### src/rtl/thm_pkg.sv
package thm_pkg;
  localparam logic [7:0] A_CTRL  = 8'h00;
  localparam logic [7:0] A_IEN   = 8'h04;
  localparam logic [7:0] A_MSTS  = 8'h08;
  localparam logic [7:0] A_RSTS  = 8'h0C;
  localparam logic [7:0] A_DPER  = 8'h10;
  localparam logic [7:0] A_CLR   = 8'h14;
  localparam logic [7:0] A_CLRST = 8'h18;
  localparam logic [7:0] A_THR0  = 8'h2C;
  localparam logic [7:0] A_MPER  = 8'h4C;
  localparam logic [7:0] A_MMODE = 8'h50;
  localparam logic [7:0] A_PEND  = 8'h54;
  localparam logic [7:0] A_SMP0  = 8'h5C;

  localparam int B_GEN     = 0;
  localparam int B_MEN     = 1;
  localparam int B_SEN0    = 2;
  localparam int B_RDYREQ  = 12;
  localparam int B_RDYBUSY = 13;
  localparam int B_GOVH    = 25;
  localparam int B_IRQEN   = 26;

  localparam int STS_W     = 25;
  localparam int TRIP_BASE = 8;
endpackage

### src/rtl/thm_period_timer.sv
module thm_period_timer #(
  parameter int CNT_W = 20
) (
  input  logic             clk,
  input  logic             rst_n,
  input  logic             run_i,
  input  logic [CNT_W-1:0] period_i,
  output logic             tick_o
);
  logic [CNT_W-1:0] cnt_q;

  assign tick_o = run_i && (cnt_q >= period_i);

  always_ff @(posedge clk or negedge rst_n) begin
    if (!rst_n)       cnt_q <= '0;
    else if (!run_i)  cnt_q <= '0;
    else if (tick_o)  cnt_q <= '0;
    else              cnt_q <= cnt_q + 1'b1;
  end

  // A tick restarts the count, so two ticks in a row need a zero period.
  p_tick_spacing_r10: assert property (@(posedge clk) disable iff (!rst_n)
    (tick_o && period_i != '0) |=> (!tick_o || period_i == '0));
endmodule

### src/rtl/thm_sensor_slice.sv
module thm_sensor_slice #(
  parameter int SMP_W = 10
) (
  input  logic             clk,
  input  logic             rst_n,
  input  logic             tick_i,
  input  logic             en_i,
  input  logic [SMP_W-1:0] din_i,
  input  logic [SMP_W-1:0] hot_lvl_i,
  input  logic [SMP_W-1:0] trip_lvl_i,
  output logic [SMP_W-1:0] sample_o,
  output logic             hot_hit_o,
  output logic             trip_hit_o
);
  logic capture;

  assign capture    = tick_i & en_i;
  assign hot_hit_o  = capture && (din_i >= hot_lvl_i);
  assign trip_hit_o = capture && (din_i >= trip_lvl_i);

  always_ff @(posedge clk or negedge rst_n) begin
    if (!rst_n)       sample_o <= '0;
    else if (capture) sample_o <= din_i;
  end

  p_sample_hold_r2: assert property (@(posedge clk) disable iff (!rst_n)
    !tick_i |=> $stable(sample_o));
endmodule

### src/rtl/thm_status.sv
module thm_status import thm_pkg::*; #(
  parameter int NS = 8
) (
  input  logic             clk,
  input  logic             rst_n,
  input  logic [NS-1:0]    hot_hit_i,
  input  logic [NS-1:0]    trip_hit_i,
  input  logic             clr_we_i,
  input  logic [STS_W-1:0] clr_mask_i,
  input  logic [31:0]      ien_i,
  output logic [STS_W-1:0] raw_o,
  output logic [STS_W-1:0] masked_o,
  output logic             irq_o,
  output logic             ovh_o
);
  logic [STS_W-1:0] set_vec, clr_vec;

  always_comb begin
    set_vec = '0;
    set_vec[0 +: NS]         = hot_hit_i;
    set_vec[TRIP_BASE +: NS] = trip_hit_i;
  end

  assign clr_vec = clr_we_i ? clr_mask_i : '0;

  // A new hit in the same cycle as a clear wins.
  always_ff @(posedge clk or negedge rst_n) begin
    if (!rst_n) raw_o <= '0;
    else        raw_o <= (raw_o & ~clr_vec) | set_vec;
  end

  assign masked_o = ien_i[B_IRQEN] ? (raw_o & ien_i[STS_W-1:0]) : '0;
  assign irq_o    = |masked_o;
  assign ovh_o    = ien_i[B_GOVH] & (|(ien_i[NS-1:0] & raw_o[TRIP_BASE +: NS]));

  p_clear_only_r4: assert property (@(posedge clk) disable iff (!rst_n)
    1'b1 |=> ((($past(raw_o) & ~raw_o) & ~$past(clr_vec)) == '0));
endmodule

### src/rtl/thm_monitor.sv
module thm_monitor import thm_pkg::*; #(
  parameter int NS         = 8,
  parameter int SMP_W      = 10,
  parameter int DET_W      = 20,
  parameter int MON_W      = 16,
  parameter int MODE_W     = 4,
  parameter int RDY_CYCLES = 4
) (
  input  logic                clk,
  input  logic                rst_n,
  input  logic                bus_we,
  input  logic [7:0]          bus_addr,
  input  logic [31:0]         bus_wdata,
  output logic [31:0]         bus_rdata,
  input  logic [NS*SMP_W-1:0] sens_data_i,
  output logic                irq_o,
  output logic                ovh_o
);
  localparam int THR_W = 2 * SMP_W;
  localparam int RC_W  = $clog2(RDY_CYCLES + 1);
  localparam logic [31:0] SEN_ONES = 32'((1 << NS) - 1);
  localparam logic [31:0] IEN_MASK = (32'(1) << B_IRQEN) | (32'(1) << B_GOVH) |
                                     (SEN_ONES << TRIP_BASE) | SEN_ONES;

  logic              gen_q, men_q, pend_q, tick, busy;
  logic [NS-1:0]     sen_q;
  logic [RC_W-1:0]   rdy_cnt;
  logic [31:0]       ien_q;
  logic [DET_W-1:0]  dper_q;
  logic [MON_W-1:0]  mper_q;
  logic [MODE_W-1:0] mmode_q;
  logic [THR_W-1:0]  thr_q [NS];
  logic [SMP_W-1:0]  smp   [NS];
  logic [STS_W-1:0]  clrst_q, raw, masked;
  logic [NS-1:0]     hot_hit, trip_hit;
  logic              wr_ctl, wr_clr, pend_set;

  assign wr_ctl   = bus_we && (bus_addr == A_CTRL);
  assign wr_clr   = bus_we && (bus_addr == A_CLR);
  assign busy     = (rdy_cnt != '0);
  assign pend_set = wr_ctl && bus_wdata[B_GEN] && !gen_q;

  always_ff @(posedge clk or negedge rst_n) begin
    if (!rst_n) begin
      gen_q   <= 1'b0;
      men_q   <= 1'b0;
      sen_q   <= '0;
      ien_q   <= '0;
      dper_q  <= '0;
      mper_q  <= '0;
      mmode_q <= '0;
      clrst_q <= '0;
      for (int n = 0; n < NS; n++) thr_q[n] <= '0;
    end else if (bus_we) begin
      if (wr_ctl) begin
        gen_q <= bus_wdata[B_GEN];
        men_q <= bus_wdata[B_MEN];
        sen_q <= bus_wdata[B_SEN0 +: NS];
      end
      if (bus_addr == A_IEN)   ien_q   <= bus_wdata & IEN_MASK;
      if (bus_addr == A_DPER)  dper_q  <= bus_wdata[DET_W-1:0];
      if (bus_addr == A_MPER)  mper_q  <= bus_wdata[MON_W-1:0];
      if (bus_addr == A_MMODE) mmode_q <= bus_wdata[MODE_W-1:0];
      if (wr_clr)              clrst_q <= bus_wdata[STS_W-1:0];
      for (int n = 0; n < NS; n++)
        if (bus_addr == 8'(A_THR0 + 4 * n)) thr_q[n] <= bus_wdata[THR_W-1:0];
    end
  end

  // Set-ready window: a fixed countdown, request and busy share it.
  always_ff @(posedge clk or negedge rst_n) begin
    if (!rst_n)                                   rdy_cnt <= '0;
    else if (wr_ctl && bus_wdata[B_RDYREQ] && !busy) rdy_cnt <= RC_W'(RDY_CYCLES);
    else if (busy)                                rdy_cnt <= rdy_cnt - 1'b1;
  end

  always_ff @(posedge clk or negedge rst_n) begin
    if (!rst_n)                   pend_q <= 1'b0;
    else if (pend_set)            pend_q <= 1'b1;
    else if (!gen_q)              pend_q <= 1'b0;
    else if (tick && (|sen_q))    pend_q <= 1'b0;
  end

  thm_period_timer #(.CNT_W(DET_W)) u_timer (
    .clk      (clk),
    .rst_n    (rst_n),
    .run_i    (gen_q & men_q),
    .period_i (dper_q),
    .tick_o   (tick)
  );

  for (genvar n = 0; n < NS; n++) begin : g_sens
    thm_sensor_slice #(.SMP_W(SMP_W)) u_slice (
      .clk        (clk),
      .rst_n      (rst_n),
      .tick_i     (tick),
      .en_i       (sen_q[n]),
      .din_i      (sens_data_i[n*SMP_W +: SMP_W]),
      .hot_lvl_i  (thr_q[n][SMP_W-1:0]),
      .trip_lvl_i (thr_q[n][THR_W-1:SMP_W]),
      .sample_o   (smp[n]),
      .hot_hit_o  (hot_hit[n]),
      .trip_hit_o (trip_hit[n])
    );
  end

  thm_status #(.NS(NS)) u_status (
    .clk        (clk),
    .rst_n      (rst_n),
    .hot_hit_i  (hot_hit),
    .trip_hit_i (trip_hit),
    .clr_we_i   (wr_clr),
    .clr_mask_i (bus_wdata[STS_W-1:0]),
    .ien_i      (ien_q),
    .raw_o      (raw),
    .masked_o   (masked),
    .irq_o      (irq_o),
    .ovh_o      (ovh_o)
  );

  always_comb begin
    bus_rdata = '0;
    case (bus_addr)
      A_CTRL: begin
        bus_rdata[B_GEN]        = gen_q;
        bus_rdata[B_MEN]        = men_q;
        bus_rdata[B_SEN0 +: NS] = sen_q;
        bus_rdata[B_RDYREQ]     = busy;
        bus_rdata[B_RDYBUSY]    = busy;
      end
      A_IEN:   bus_rdata              = ien_q;
      A_MSTS:  bus_rdata[STS_W-1:0]   = masked;
      A_RSTS:  bus_rdata[STS_W-1:0]   = raw;
      A_DPER:  bus_rdata[DET_W-1:0]   = dper_q;
      A_CLRST: bus_rdata[STS_W-1:0]   = clrst_q;
      A_MPER:  bus_rdata[MON_W-1:0]   = mper_q;
      A_MMODE: bus_rdata[MODE_W-1:0]  = mmode_q;
      A_PEND:  bus_rdata[0]           = pend_q;
      default: ;
    endcase
    for (int n = 0; n < NS; n++) begin
      if (bus_addr == 8'(A_THR0 + 4 * n)) bus_rdata[THR_W-1:0] = thr_q[n];
      if (bus_addr == 8'(A_SMP0 + 4 * n)) bus_rdata[SMP_W-1:0] = smp[n];
    end
  end

  p_busy_on_req_r7: assert property (@(posedge clk) disable iff (!rst_n)
    (wr_ctl && bus_wdata[B_RDYREQ] && !busy) |=> busy);

  p_pend_clear_r8: assert property (@(posedge clk) disable iff (!rst_n)
    (tick && (|sen_q) && !pend_set) |=> !pend_q);
endmodule

### config.mk
export PLATFORM = sky130hd
export DESIGN_NAME = thm_monitor
export DESIGN_NICKNAME = d
export VERILOG_FILES = /design/src/rtl/thm_pkg.sv /design/src/rtl/thm_period_timer.sv /design/src/rtl/thm_sensor_slice.sv /design/src/rtl/thm_status.sv /design/src/rtl/thm_monitor.sv
export SDC_FILE = /design/constraint.sdc
export NUM_CORES = 1
export LEC_CHECK = 0
export BUFFER_PORTS_ARGS = -buffer_cell sky130_fd_sc_hd__buf_2
export CAP_MARGIN = 40
export CELL_PAD_IN_SITES_DETAIL_PLACEMENT = 1
export CELL_PAD_IN_SITES_GLOBAL_PLACEMENT = 1
export CORE_ASPECT_RATIO = 1.5
export CORE_MARGIN = 5
export CORE_UTILIZATION = 41
export CTS_CLUSTER_DIAMETER = 50
export DETAILED_ROUTE_END_ITERATION = 10
export PLACE_DENSITY_LB_ADDON = 0.05
export SLEW_MARGIN = 30
export SYNTH_ARGS = -nofsm -noshare
export SYNTH_HDL_FRONTEND = slang
export SYNTH_SLANG_ARGS = --single-unit
export TNS_END_PERCENT = 1
### constraint.sdc
create_clock -name clk -period 5.75 [get_ports clk]
set_clock_uncertainty 0.15 [all_clocks]
set_input_delay 0 -clock clk [delete_from_list [all_inputs] [get_ports clk]]
set_output_delay 0 -clock clk [all_outputs]
set_load 0.05 [all_outputs]
==> results by group <==
Yosys
  – Library cell with the largest summed area after synthesis: sky130_fd_sc_hd__dfrtp_1
  – Instance count of the mapped netlist: 2,133
  – Yosys top cell area share: 42.3%
  – Count leader, synth: sky130_fd_sc_hd__dfrtp_1
  – Synth top cells by count: sky130_fd_sc_hd__dfrtp_1 (382), sky130_fd_sc_hd__mux2_2 (301), sky130_fd_sc_hd__ha_1 (183)
  – Most frequently used flop master after synthesis: sky130_fd_sc_hd__dfrtp_1
  – Synth warn: 0
  – Sequential-to-total area share from yosys stat: 42.3%
  – Synthesized area per cell: 10.6 µm²
  – Post-synth EDFFs: 0
  – FFs w/ async S/R, synth: 100%
  – Number of synthesized register bits: 382
  – Cell types occupying the most area after synthesis: sky130_fd_sc_hd__dfrtp_1 (42%), sky130_fd_sc_hd__mux2_2 (15%), sky130_fd_sc_hd__ha_1 (10%), sky130_fd_sc_hd__inv_1 (3.0%), sky130_fd_sc_hd__nand2_1 (2.9%)
  – Post-synthesis cell type count: 87
  – Post-synth design cell area: 22,600 µm²

Routing
  – Routed via count divided by cell count: 6.15
  – First-pass detailed-route iteration total: 6
  – Iteration-0 DRC Markers: 1,338
  – Wire length per cell after detailed routing: 32.4 µm
  – Vias: 19,000
  – Number of DRC violations after detailed routing: 0
  – Detailed Route WL: 100 mm
  – Detail Route Antenna Nets: 0

Clock network
  – Post-cts resize count: 0
  – CTS tree: built
  – Clock Sinks: 382
  – Total CTS buffers: 46
  – Hold Buf Count CTS: 114
  – Maximum clock insertion buffer count: 3
  – Cell chosen for the clock root: sky130_fd_sc_hd__clkbuf_16
  – CTS H-tree lvls: 2
  – Reg clk slew, reported paths: 0.06 ns
  – Number of setup buffers added after CTS: 0
  – Clock Latency Late Sink: 0.60 ns

STA
  – Actual transition at the worst max-transition pin: 0.965 ns
  – Max-slew violations: 0
  – Final Critical Period: 4.05 ns
  – Crit path setup slack, layout: 1.70 ns
  – Worst slew margin: 35.7%
  – Final Hold Fails: 0
  – Period Utilization, post-route: 70.4%
  – Max Clk Rate: 0.247 GHz
  – Unrepaired setup endpoints after global routing: false
  – Hold Slack: 0.0278 ns
  – Total Negative Setup Slacks: 0 ns
  – # setup viols final: 0

Setup path
  – Start of the worst register-to-register path: dper_q[15]
  – Worst path bufs/invs: 3
  – Required time worst endpoint: 5.60 ns
  – Slowest stage cell on the critical path: sky130_fd_sc_hd__and4bb_2
  – Category of the most critical setup path: input port to output port
  – Maximum net fanout on the critical path: 37
  – Signal arrival time at the worst endpoint: 3.90 ns
  – Crit-path most repeated cell: sky130_fd_sc_hd__buf_2
  – Depth of the worst register-to-register path: 7
  – Cell family with most CP delay: simple AND/OR/NAND/NOR gates
  – Cell breakdown of the critical path: buf_2 -> and4bb_2 -> nand2_1 -> nor2_1 -> a211oi_1 -> buf_2 -> a211oi_1 -> o21ai_0 -> buf_2
  – Type of origin of the critical path: input port
  – Reg2reg end: g_sens[5].u_slice.sample_o[6]
  – Crit end category: output port
  – CP peak stage delay: 0.76 ns
  – Reg2reg setup slack: 2.43 ns

Placement
  – Post-DP Area: 24,000 µm²
  – Count of buffers inserted at the top-level ports: 146
  – Total instance count after detailed placement: 2,887
  – Worst setup slack after placement: 1.87 ns
  – HPWL after detailed placement: 73.9 mm
  – Last weighted congestion value of the routability-driven placer: 0.980

Floorplan
  – Core outline area: 54,700 µm²
  – Die width: 202 µm
  – # IOs: 157
  – Initial cell density of the core: 41.3%
  – Total die area: 60,000 µm²
  – Die height: 297 µm
  – Number of standard-cell rows in the floorplan: 105

Worst hold path
  – Hold WC Path Type: input port to flop
  – Worst min-delay path startpoint: bus_wdata[23]
  – Hold depth: 4
  – Worst Hold Endpoint: clrst_q[23]

Finish
  – Final core utilization: 49.1%
  – Synth-to-Final Area Change: 18.7%
  – Post-layout instance area: 26,800 µm²
  – Final-layout fill cell count: 5,947
  – Number of nets in the finished design: 2,664
  – Number of cells in the finished layout apart from fillers: 3,093
  – Fraction of final layout cells with drive strength greater than 1: 26.4%

GRT
  – GR Util All Layers: 32.8%
  – Initial antenna violation count: 6
  – Vias in the first global route: 20,500
  – Global-route wire length before repair: 145 mm
  – Sum of overflow across all layers after global routing: 0
  – Maximum number of pins on one net before global-route repair: 146

Power
  – VDD IR max: 232 µV
  – Total power per unit cell area: 261 nW/µm²
  – Pwr Total: 6.99 mW
  – Leakage dissipation: 12.2 nW

Flow run
  – Max Cap Violations: 0

Outcome
  – Outcome: finished, final reports clean
[flip-flops by register name, summed over array words and instances, names as in the netlist, 16 cells and up]
register,cells
thr_q,160
g_sens.u_slice.sample_o,80
clrst_q,25
u_status.raw_o,25
dper_q,20
u_timer.cnt_q,20
ien_q,18
mper_q,16
[how the worst max path moves through the flow]
stage	startpoint	endpoint	slack (ns)	depth (start not counted)
final	bus_addr[2]	bus_rdata[5]	1.70	9
after global routing	bus_addr[2]	bus_rdata[5]	1.85	9
after CTS	bus_addr[2]	bus_rdata[5]	1.87	9
after detailed placement	bus_addr[2]	bus_rdata[5]	1.87	9
after global placement	bus_addr[5]	bus_rdata[8]	1.80	8
after floorplan	bus_addr[7]	bus_rdata[0]	3.13	8
[cell type report]
type                            instances  area, µm²  area share, %
Antenna cell                            3       7.51         0.0280
Clock buffer                           62       1350           5.02
Clock inverter                         23        272           1.01
Inverter                              180        676           2.52
Multi-Input combinational cell       1443      11700           43.8
Sequential cell                       382       9560           35.7
Tap cell                              695        870           3.24
Timing Repair Buffer                  305       2340           8.72
[worst register-to-register path: cells and delay by family (launching register included)]
| kind | cells | cell delay [ns] |
|---|---|---|
| compound gates | 4 | 1.76 |
| flops | 1 | 0.46 |
| mux | 1 | 0.43 |
| fa+ha+maj | 1 | 0.33 |
| buf+inv | 1 | 0.08 |
[where the power goes]
part	total [mW]	switching [mW]	internal (mW)
sequential	2.96	0.140	2.82
combinational	0.882	0.535	0.347
clock	3.14	1.27	1.88
total	6.99	1.94	5.04
[layer usage]
metal  global-route usage [%]  vias up  wire length [µm]
met2                     56.9      716             49800
met5                        0        -                13
met4                     21.0        2              7930
li1                         -     8215                 -
met3                     4.97      275              5450
met1                     37.7     9819             37100
[placed cells by master, fill, tap and decap left out, drive strengths merged, types with 11 or more instances in the layout]
master and instances:
ha 183, xor2 11, nand4 11, a222oi 11
a31oi 13, buf 191, and2 14, o22ai 33
o2111ai 18, a21o 22, nand2b 40, inv 187
nand2 174, nand3 25, o21ai 125, nor2 89
dfrtp 382, dlygate4sd3 113, a22oi 45, a221oi 12
a21oi 64, mux2 311, o211ai 13, a211oi 29
clkbuf 62, a31o 20, a2111oi 25
[kinds of logic (layout without fill, tap and decap cells)]
group	Yosys count	in the layout	share of synthesized area (%)
AO/OA/AOI/OAI	502	502	15.6
XOR/XNOR	18	18	0.698
adder cells (fa/ha/maj)	183	183	10.1
buffers and inverters	312	570	5.94
flip-flops	382	382	42.3
multiplexers	317	317	15.8
other	1	8	0.0166
AND/OR/NAND/NOR	418	418	9.48
Power figures use the tool's default switching activity.
